`src/rtl/sac_pkg.sv`:
```
package sac_pkg;
  typedef enum logic [1:0] {
    ATTR_NS  = 2'd0,
    ATTR_NSC = 2'd1,
    ATTR_S   = 2'd2
  } attr_t;

  localparam logic [1:0] SEL_BASE  = 2'd0;
  localparam logic [1:0] SEL_LIMIT = 2'd1;
  localparam logic [1:0] SEL_CTRL  = 2'd2;

  localparam int GRAN_BITS = 5;

  function automatic attr_t attr_max(attr_t a, attr_t b);
    return (a > b) ? a : b;
  endfunction
endpackage

```
`src/rtl/sac_region_table.sv`:
```
module sac_region_table
  import sac_pkg::*;
#(
  parameter int AW = 32,
  parameter int NREG = 8,
  localparam int IW = (NREG > 1) ? $clog2(NREG) : 1,
  localparam int GW = AW - GRAN_BITS
) (
  input  logic          clk,
  input  logic          rst,
  input  logic          wr_en,
  input  logic          wr_secure,
  input  logic [IW-1:0] wr_idx,
  input  logic [1:0]    wr_sel,
  input  logic [AW-1:0] wr_data,
  output logic          wr_reject,
  input  logic [AW-1:0] lk_addr,
  output attr_t         lk_attr
);
  logic [GW-1:0]   base_q  [NREG];
  logic [GW-1:0]   limit_q [NREG];
  logic [NREG-1:0] en_q;
  logic [NREG-1:0] nsc_q;
  logic [NREG-1:0] hit;

  always_ff @(posedge clk) begin
    if (rst) begin
      wr_reject <= 1'b0;
      en_q      <= '0;
      nsc_q     <= '0;
      for (int i = 0; i < NREG; i++) begin
        base_q[i]  <= '0;
        limit_q[i] <= '0;
      end
    end else begin
      wr_reject <= wr_en && !wr_secure;
      if (wr_en && wr_secure && (32'(wr_idx) < NREG)) begin
        case (wr_sel)
          SEL_BASE:  base_q[wr_idx]  <= wr_data[AW-1:GRAN_BITS];
          SEL_LIMIT: limit_q[wr_idx] <= wr_data[AW-1:GRAN_BITS];
          SEL_CTRL: begin
            en_q[wr_idx]  <= wr_data[0];
            nsc_q[wr_idx] <= wr_data[1];
          end
          default: ;
        endcase
      end
    end
  end

  for (genvar g = 0; g < NREG; g++) begin : g_cmp
    assign hit[g] = en_q[g] &&
                    (lk_addr[AW-1:GRAN_BITS] >= base_q[g]) &&
                    (lk_addr[AW-1:GRAN_BITS] <= limit_q[g]);
  end

  always_comb begin
    if (hit == '0)             lk_attr = ATTR_S;
    else if ((hit & nsc_q) != '0) lk_attr = ATTR_NSC;
    else                       lk_attr = ATTR_NS;
  end
endmodule

```
`config.mk`:
```
export PLATFORM = sky130hd
export DESIGN_NAME = sac_region_table
export DESIGN_NICKNAME = d
export VERILOG_FILES = /design/src/rtl/sac_pkg.sv /design/src/rtl/sac_region_table.sv
export SDC_FILE = /design/constraint.sdc
export NUM_CORES = 1
export LEC_CHECK = 0
export ABC_CLOCK_PERIOD_IN_PS = 2800
export BUFFER_PORTS_ARGS = -buffer_cell sky130_fd_sc_hd__clkbuf_2
export CAP_MARGIN = 10
export CORE_MARGIN = 2
export CORE_UTILIZATION = 55
export DETAILED_ROUTE_END_ITERATION = 6
export PLACE_DENSITY = 0.69
export SLEW_MARGIN = 20
export SYNTH_ARGS = -nofsm -noshare
export SYNTH_HDL_FRONTEND = slang
export SYNTH_SLANG_ARGS = --single-unit
```
`constraint.sdc`:
```
create_clock -name clk -period 2.8 [get_ports clk]
set_input_delay 0.28 -clock clk [delete_from_list [all_inputs] [get_ports clk]]
set_output_delay 0.28 -clock clk [all_outputs]
set_load 0.01 [all_outputs]
```
==> results of run 1 <==
-- critical path, cell delays in order (launching register included) --
cell and delay, ns:
edfxtp_1 0.35, inv_1 0.06, ha_1 0.25, nand4_1 0.13, nor2_1 0.07, and4_1 0.20
a221o_1 0.29, o21ai_1 0.29, a22oi_1 0.20, a222oi_1 0.38, nand4_1 0.26, buf_2 0.21
-- cells by family (layout without fill, tap and decap cells) --
| logic type | count (synthesis) | in the layout | share of synthesized area |
|---|---|---|---|
| buffers and inverters | 493 | 810 | 0.06707 |
| other | 0 | 2 | 0 |
| and+or+nand+nor | 811 | 811 | 0.1693 |
| muxes | 8 | 8 | 0.002898 |
| AOI/OAI and AO/OA | 368 | 368 | 0.08324 |
| DFF | 449 | 449 | 0.4818 |
| adders and majority gates | 432 | 432 | 0.1956 |
-- flip-flops by register name, summed over array words and instances, names as in the netlist --
name / cells
base_q: 216
limit_q: 216
en_q: 8
nsc_q: 8
wr_reject: 1
-- repair_timing --
action,in CTS,in global routing
gates resized for setup,41,13
endpoints found under the hold margin,1,0
setup endpoints to repair,2,2
pin swaps,29,13
buffers inserted,4,1
hold buffers,1,0
-- area by class of cell --
type / instances / area [sq um] / share of cell area
Sequential cell: 449 / 13310 / 0.4129
Multi-Input combinational cell: 1619 / 12780 / 0.3965
Timing Repair Buffer: 294 / 2230 / 0.06916
Inverter: 425 / 1595 / 0.04948
Clock buffer: 62 / 1296 / 0.04020
Tap cell: 672 / 840.8 / 0.02608
Clock inverter: 29 / 176.4 / 0.005472
Antenna cell: 2 / 5.005 / 0.0001552
-- report_power, final --
group / switching (mW) / leakage (nW) / internal (mW) / total [mW]
logic: 1.48 / 9.92 / 0.998 / 2.48
clock network: 2.73 / 0.726 / 3.37 / 6.10
registers: 0.0925 / 4.24 / 7.68 / 7.77
-- cells in the final DEF, fill, tap and decap left out, drive strengths merged, types with 9 or more instances in the layout --
| cell type | netlist | layout |
|---|---|---|
| and2 | 437 | 437 |
| edfxtp | 432 | 432 |
| ha | 432 | 432 |
| inv | 425 | 427 |
| buf | 2 | 228 |
| a21oi | 144 | 144 |
| clkbuf | 66 | 127 |
| nand2 | 95 | 95 |
| o21ai | 80 | 80 |
| nor2 | 74 | 74 |
| nand3 | 53 | 53 |
| nand4 | 52 | 52 |
| a21o | 35 | 35 |
| a211oi | 29 | 29 |
| clkinv | 0 | 25 |
| or2 | 20 | 20 |
| dfxtp | 17 | 17 |
| and4 | 16 | 16 |
| a221oi | 12 | 12 |
| nor3 | 11 | 11 |
| nor4 | 11 | 11 |
| nand3b | 9 | 9 |
-- Yosys cell counts (6+ instances only) --
library cell,count
and4_1,16
nand3b_1,9
o21bai_1,8
o21ai_1,10
a211o_1,6
o21ai_0,70
a211oi_1,29
nand2b_1,8
mux2i_1,8
nand4_1,51
a21o_1,35
and2_1,435
nand3_1,53
nand2_1,95
clkbuf_1,66
nor3_1,10
edfxtp_1,432
inv_1,425
nor2_1,74
dfxtp_1,17
ha_1,432
a221oi_1,12
and3_1,8
nor4_1,7
or2_2,19
a21oi_1,143
a221o_1,8
-- through the flow --
| step | instances | TNS (ns) | hold slack, ns |
|---|---|---|---|
| after global routing | 3552 | -1.800 | 0.04349 |
| after detailed placement | 3455 | -1.721 | 0.4700 |
| after floorplan | 2561 | 0 | 0.3561 |
| final | 3552 | -1.536 | 0.05090 |
| after CTS | 3549 | -1.549 | 0.006980 |
| after global placement | 3455 | -1.629 | 0.4679 |
-- final timing paths --
path,start,endpoint,slack (ns),depth (start not counted)
setup reg to reg,en_q[0],en_q[0],1.99,2
setup / recovery,base_q[7][17],lk_attr[0],-0.77,11
hold / removal,wr_data[1],nsc_q[7],0.05,3
hold reg to reg,nsc_q[5],nsc_q[5],0.49,2
-- per-layer routing --
metal	share of wire	wire, um	up-vias
li1	-	-	9490
met1	0.42	31310	9861
met2	0.48	36240	570
met3	0.058	4398	180
met4	0.043	3244	0
met5	0	0	-
==> results.py, run 1 <==
metrics = {
    "outcome": {
        "status": "finished with violations",
        "failed_checks": "setup timing",
    },
    "synthesis": {
        "ys_top_cells_by_area": "edfxtp_1, ha_1, and2_1",
        "syn_inst": 2561,
        "netlist.top_cell.by_area": "edfxtp_1",
        "synthArstFlopShare": 0,
        "post_synth_instance_area_sq_mm": 0.02763,
        "netlist.area_leader.share": 0.4695,
        "ys_ff_latch": 449,
        "seq_area_frac_synth": 0.4818,
        "synth-warning-count": 0,
        "synth_enable_flop_cells": 432,
        "synth_cell_type_count": 61,
        "synth-main-ff-cell": "edfxtp_1",
        "synth.avg_cell_area_sq_um": 10.79,
        "postSynthNetCount": 3066,
    },
    "timing": {
        "final_hold_viol_count": 0,
        "tightest_slew_ns": 0.8176,
        "fin_crit_ns": 3.571,
        "unrepaired_setup_endpoints_after_global_routing": "yes",
        "max_slew_margin": 0.4549,
        "setup_slack_ns": -0.7710,
        "final.period_utilization": 1.275,
        "max_freq_mhz": 280.0,
        "setup_viol_count_final": 2,
        "clock_skew_ns": 0,
        "final-max-slew-violation-count": 0,
    },
    "placement": {
        "dpl_worst_slack_ns": -0.9735,
        "placement.cell_area_sq_mm": 0.03043,
        "dpl.hpwl_um": 55840,
        "placement.io_buffers": 67,
        "place.gp.congestion": 0.9370,
    },
    "worst_setup_path": {
        "worstSetupStartpointType": "flop",
        "worstSetupEndpointType": "output pin",
        "critical_path_arrival_ns": 3.29,
        "path_class": "flop to output pin",
        "timing.critical_path.required_ns": 2.52,
        "max_fanout_on_critical_path": 3,
    },
    "global_route": {
        "grt_busiest_layer": "met2",
        "antenna_found_initial": 4,
        "gr-usage-all-layers": 0.2939,
        "groute.layer.met1.usage": 0.3784,
        "grtUsageMet2": 0.4948,
        "largest_net_degree_at_the_start_of_global_routing": 34,
        "first_pass_grt_wire_length_um": 117000,
        "met3_track_demand_over_resource_in_global_routing": 0.04450,
        "gr-total-overflow": 0,
        "via_count_of_the_first_global_routing_pass": 20745,
    },
    "pwr": {
        "pwr_density_cell_mw_per_mm2": 507.4,
        "worst_ir_drop_vdd_mv": 0.4281,
        "power_mw": 16.36,
        "leakage_nw": 14.89,
    },
    "die": {
        "placeable_core_region_sq_mm": 0.04986,
        "row_count": 82,
        "floorplan.initialDensity": 0.5541,
        "io-pin-count": 76,
        "die_area_sq_mm": 0.05204,
        "die_span_in_x_um": 228.1,
        "dieHeight_um": 228.1,
    },
    "layout": {
        "n_fill_cell": 3913,
        "synthToLayoutAreaGrowth_pct": 16.69,
        "fin_util": 0.6466,
        "nNetsFinal": 3344,
        "layout_cell_area_excl_fill_sq_mm": 0.03224,
        "drive_gt1_frac": 0.1501,
    },
    "routing": {
        "remaining_drc_errors": 0,
        "detail_route.iter0.violations": 1423,
        "routed-via-count": 20101,
        "route.detailed.vias_per_inst": 5.659,
        "drt.antenna.violating_nets": 0,
        "detail_route.wl_per_cell_um": 21.17,
        "detailedRoute.firstPassIterationCount": 5,
        "routed_wl_um": 75200,
    },
    "flow_run": {
        "cap_viol_max_count": 0,
    },
    "cts": {
        "clk_latency_ns": 0.59,
        "clock_tree_from_tritoncts": "built",
        "clock_tree.htree_level_count": 2,
        "cts-root-to-sink-buffers": 3,
        "cts_buffers": 50,
        "tritoncts_sink_count": 449,
        "clk_transition_reported_paths_ns": 0.06,
        "cts.root.buffer_cell": "clkbuf_16",
    },
    "worst_hold_path": {
        "min_path_type": "input pin to flop",
    },
}
Power figures use the tool's default switching activity.
==> run 2, diff against run 1 <==
--- a/config.mk
+++ b/config.mk
@@ -11,7 +11,7 @@
 export CORE_MARGIN = 2
 export CORE_UTILIZATION = 55
 export DETAILED_ROUTE_END_ITERATION = 6
-export PLACE_DENSITY = 0.69
+export PLACE_DENSITY = 0.75
 export SLEW_MARGIN = 20
 export SYNTH_ARGS = -nofsm -noshare
 export SYNTH_HDL_FRONTEND = slang
==> run 2 against run 1 <==
Net effect: worst hold slack improved by 0.014 ns; flip-flop and latch count unchanged; combinational power rose by 2%; clock power up 0.8%; cell area grew 0.67%; core utilization grew 0.43 points; non-clock buffer count grew 11; the flow still finishes with violations (setup timing); first-iteration DRC count is 21% higher; fmax down 1.7%; final cell count rose by 0.20%; critical endpoint unchanged; global-route usage rose by 0.22 points; largest cell class unchanged; via count up 1.9%.
==> results.py, run 2 (same netlist as run 1, synthesis figures left out) <==
metrics = {
    "placement": {
        "dpl.hpwl_um": 55650,
        "place.gp.congestion": 0.9328,
        "placement.io_buffers": 67,
        "placement.cell_area_sq_mm": 0.03069,
    },
    "timing": {
        "tns_ns": -1.594,
        "max_slew_margin": 0.4703,
        "final_hold_viol_count": 0,
        "fin_crit_ns": 3.634,
        "final.period_utilization": 1.298,
        "setup_viol_count_final": 2,
        "tightest_slew_ns": 0.7863,
        "setup_slack_ns": -0.8339,
        "clock_skew_ns": 0,
        "final-max-slew-violation-count": 0,
        "unrepaired_setup_endpoints_after_global_routing": "yes",
        "max_freq_mhz": 275.2,
    },
    "die": {
        "io-pin-count": 76,
        "floorplan.initialDensity": 0.5541,
        "die_span_in_x_um": 228.1,
        "die_area_sq_mm": 0.05204,
        "row_count": 82,
        "dieHeight_um": 228.1,
        "placeable_core_region_sq_mm": 0.04986,
    },
    "layout": {
        "drive_gt1_frac": 0.1501,
        "layout_cell_area_excl_fill_sq_mm": 0.03246,
        "multi_input_area_sq_mm": 0.01275,
        "register_area_sq_mm": 0.01331,
        "synthToLayoutAreaGrowth_pct": 17.48,
        "layout_common_cells": "and2_1, edfxtp_1, ha_1",
        "largest_registers": "base_q: 216 flops, limit_q: 216 flops",
        "layout.cells.most_common": "and2_1",
        "nNetsFinal": 3353,
        "n_fill_cell": 3708,
    },
    "worst_setup_path": {
        "timing.critical_path.depth": 10,
        "timing.critical_path.mode_cell": "nand4_1",
        "max_fanout_on_critical_path": 2,
        "r2r_slack_ns": 1.99,
        "path_class": "flop to output pin",
        "timing.critical_path.required_ns": 2.52,
        "r2r_end": "en_q[3]",
        "path_buf_inv": 2,
        "endpoint_of_the_worst_setup_timing_path": "lk_attr[0]",
        "max_stage_delay_ns": 0.44,
        "timing.critical_path.cells": "inv_1, ha_1, nand4_1, or3_4, or2_1, o211ai_1, a21oi_2, a222oi_1, nand4_1, buf_2",
        "cp_slowest_cell": "or3_4",
        "worstSetupStartpointType": "flop",
        "crit_path_start": "limit_q[4][19]",
        "r2r-start": "en_q[3]",
        "crit_family": "simple AND/OR/NAND/NOR gates",
        "critical_path_arrival_ns": 3.35,
        "worstSetupEndpointType": "output pin",
        "timing.reg2reg.worst_path_depth": 2,
    },
    "cts": {
        "clock_tree_from_tritoncts": "built",
        "cts_buffers": 48,
        "clk_transition_reported_paths_ns": 0.06,
        "tritoncts_sink_count": 449,
        "clk_latency_ns": 0.59,
        "clock_tree.htree_level_count": 2,
        "cts-root-to-sink-buffers": 3,
        "cts.root.buffer_cell": "clkbuf_16",
    },
    "routing": {
        "routed_wl_um": 76950,
        "drt.antenna.violating_nets": 0,
        "routed-via-count": 20481,
        "route.detailed.vias_per_inst": 5.755,
        "remaining_drc_errors": 0,
        "detail_route.iter0.violations": 1722,
        "detail_route.wl_per_cell_um": 21.62,
        "detailedRoute.firstPassIterationCount": 5,
    },
    "pwr": {
        "worst_ir_drop_vdd_mv": 0.3957,
        "pwr_density_cell_mw_per_mm2": 507.1,
        "leakage_nw": 14.97,
    },
    "global_route": {
        "gr-usage-all-layers": 0.2961,
        "antenna_found_initial": 5,
        "gr-total-overflow": 0,
        "first_pass_grt_wire_length_um": 117300,
        "via_count_of_the_first_global_routing_pass": 20992,
        "largest_net_degree_at_the_start_of_global_routing": 34,
    },
    "flow_run": {
        "cap_viol_max_count": 0,
    },
    "outcome": {
        "status": "finished with violations",
        "failed_checks": "setup timing",
    },
    "worst_hold_path": {
        "min_path_type": "input pin to flop",
    },
}
## run 2: cell types whose count changed in the layout (fill, tap and decap cells not counted), moves of 3 or more
cell / change
clkbuf_8: +4
clkinv_1: -8
buf_4: -3
ha_1: +3
clkinv_2: -6
ha_4: -3
buf_12: +13
clkbuf_1: +7
## run 2: worst min path at each step
stage,startpoint,end,slack [ns],depth (start not counted)
floorplan,wr_secure,wr_reject,0.36,1
global placement,nsc_q[6],nsc_q[6],0.46,2
CTS,wr_data[1],nsc_q[6],0.04,3
global route,wr_data[0],en_q[6],0.07,3
finish,wr_data[0],en_q[5],0.06,3
detailed placement,nsc_q[6],nsc_q[6],0.47,2
## run 2: area by class of cell
cell class	count	share of cell area
Multi-Input combinational cell	1619	0.3929
Timing Repair Buffer	305	0.07633
Inverter	425	0.04915
Antenna cell	3	0.0002313
Clock buffer	72	0.04167
Clock inverter	14	0.003701
Sequential cell	449	0.4102
Tap cell	672	0.02590
## run 2: worst reg2reg max path, cell delays in order (launching register included)
cell and delay, ns:
dfxtp_1 0.45, o21ai_0 0.13, a21oi_1 0.16
## run 2: metal layers
metal	up-vias	GRT usage	share of wire	routed length, um
li1	9517	-	-	-
met3	216	0.03888	0.072	5530
met4	2	0.1642	0.059	4535
met5	-	0	0.00017	13
met1	9964	0.3752	0.40	30930
met2	782	0.4929	0.47	35940
## run 2: through the flow
stage               hold WS (ns)  setup WS, ns  utilization  total power, mW  std cells
floorplan                 0.3561       0.08703            -            9.121       2561
global placement          0.4625       -0.8755       0.6154            10.17       3468
detailed placement        0.4716       -0.8165       0.6154            10.34       3468
CTS                      0.03714       -0.7596       0.6489            16.45       3555
global route             0.06817       -0.8993       0.6508            17.01       3556
finish                   0.06484       -0.8339       0.6509            16.46       3559
## run 2: timing repair
item / in CTS / in global routing
endpoints found under the hold margin: 1 / 0
gates resized for setup: 32 / 14
pin swaps: 22 / 11
hold buffers: 2 / 0
setup buffers: 1 / 1
endpoints found under the setup margin: 2 / 2
## run 2: power breakdown
group / leakage, nW / internal (mW) / switching (mW)
Combinational: 10.0 / 1.03 / 1.51
Clock: 0.713 / 3.51 / 2.64
Sequential: 4.24 / 7.68 / 0.0942
Total: 15.0 / 12.2 / 4.24
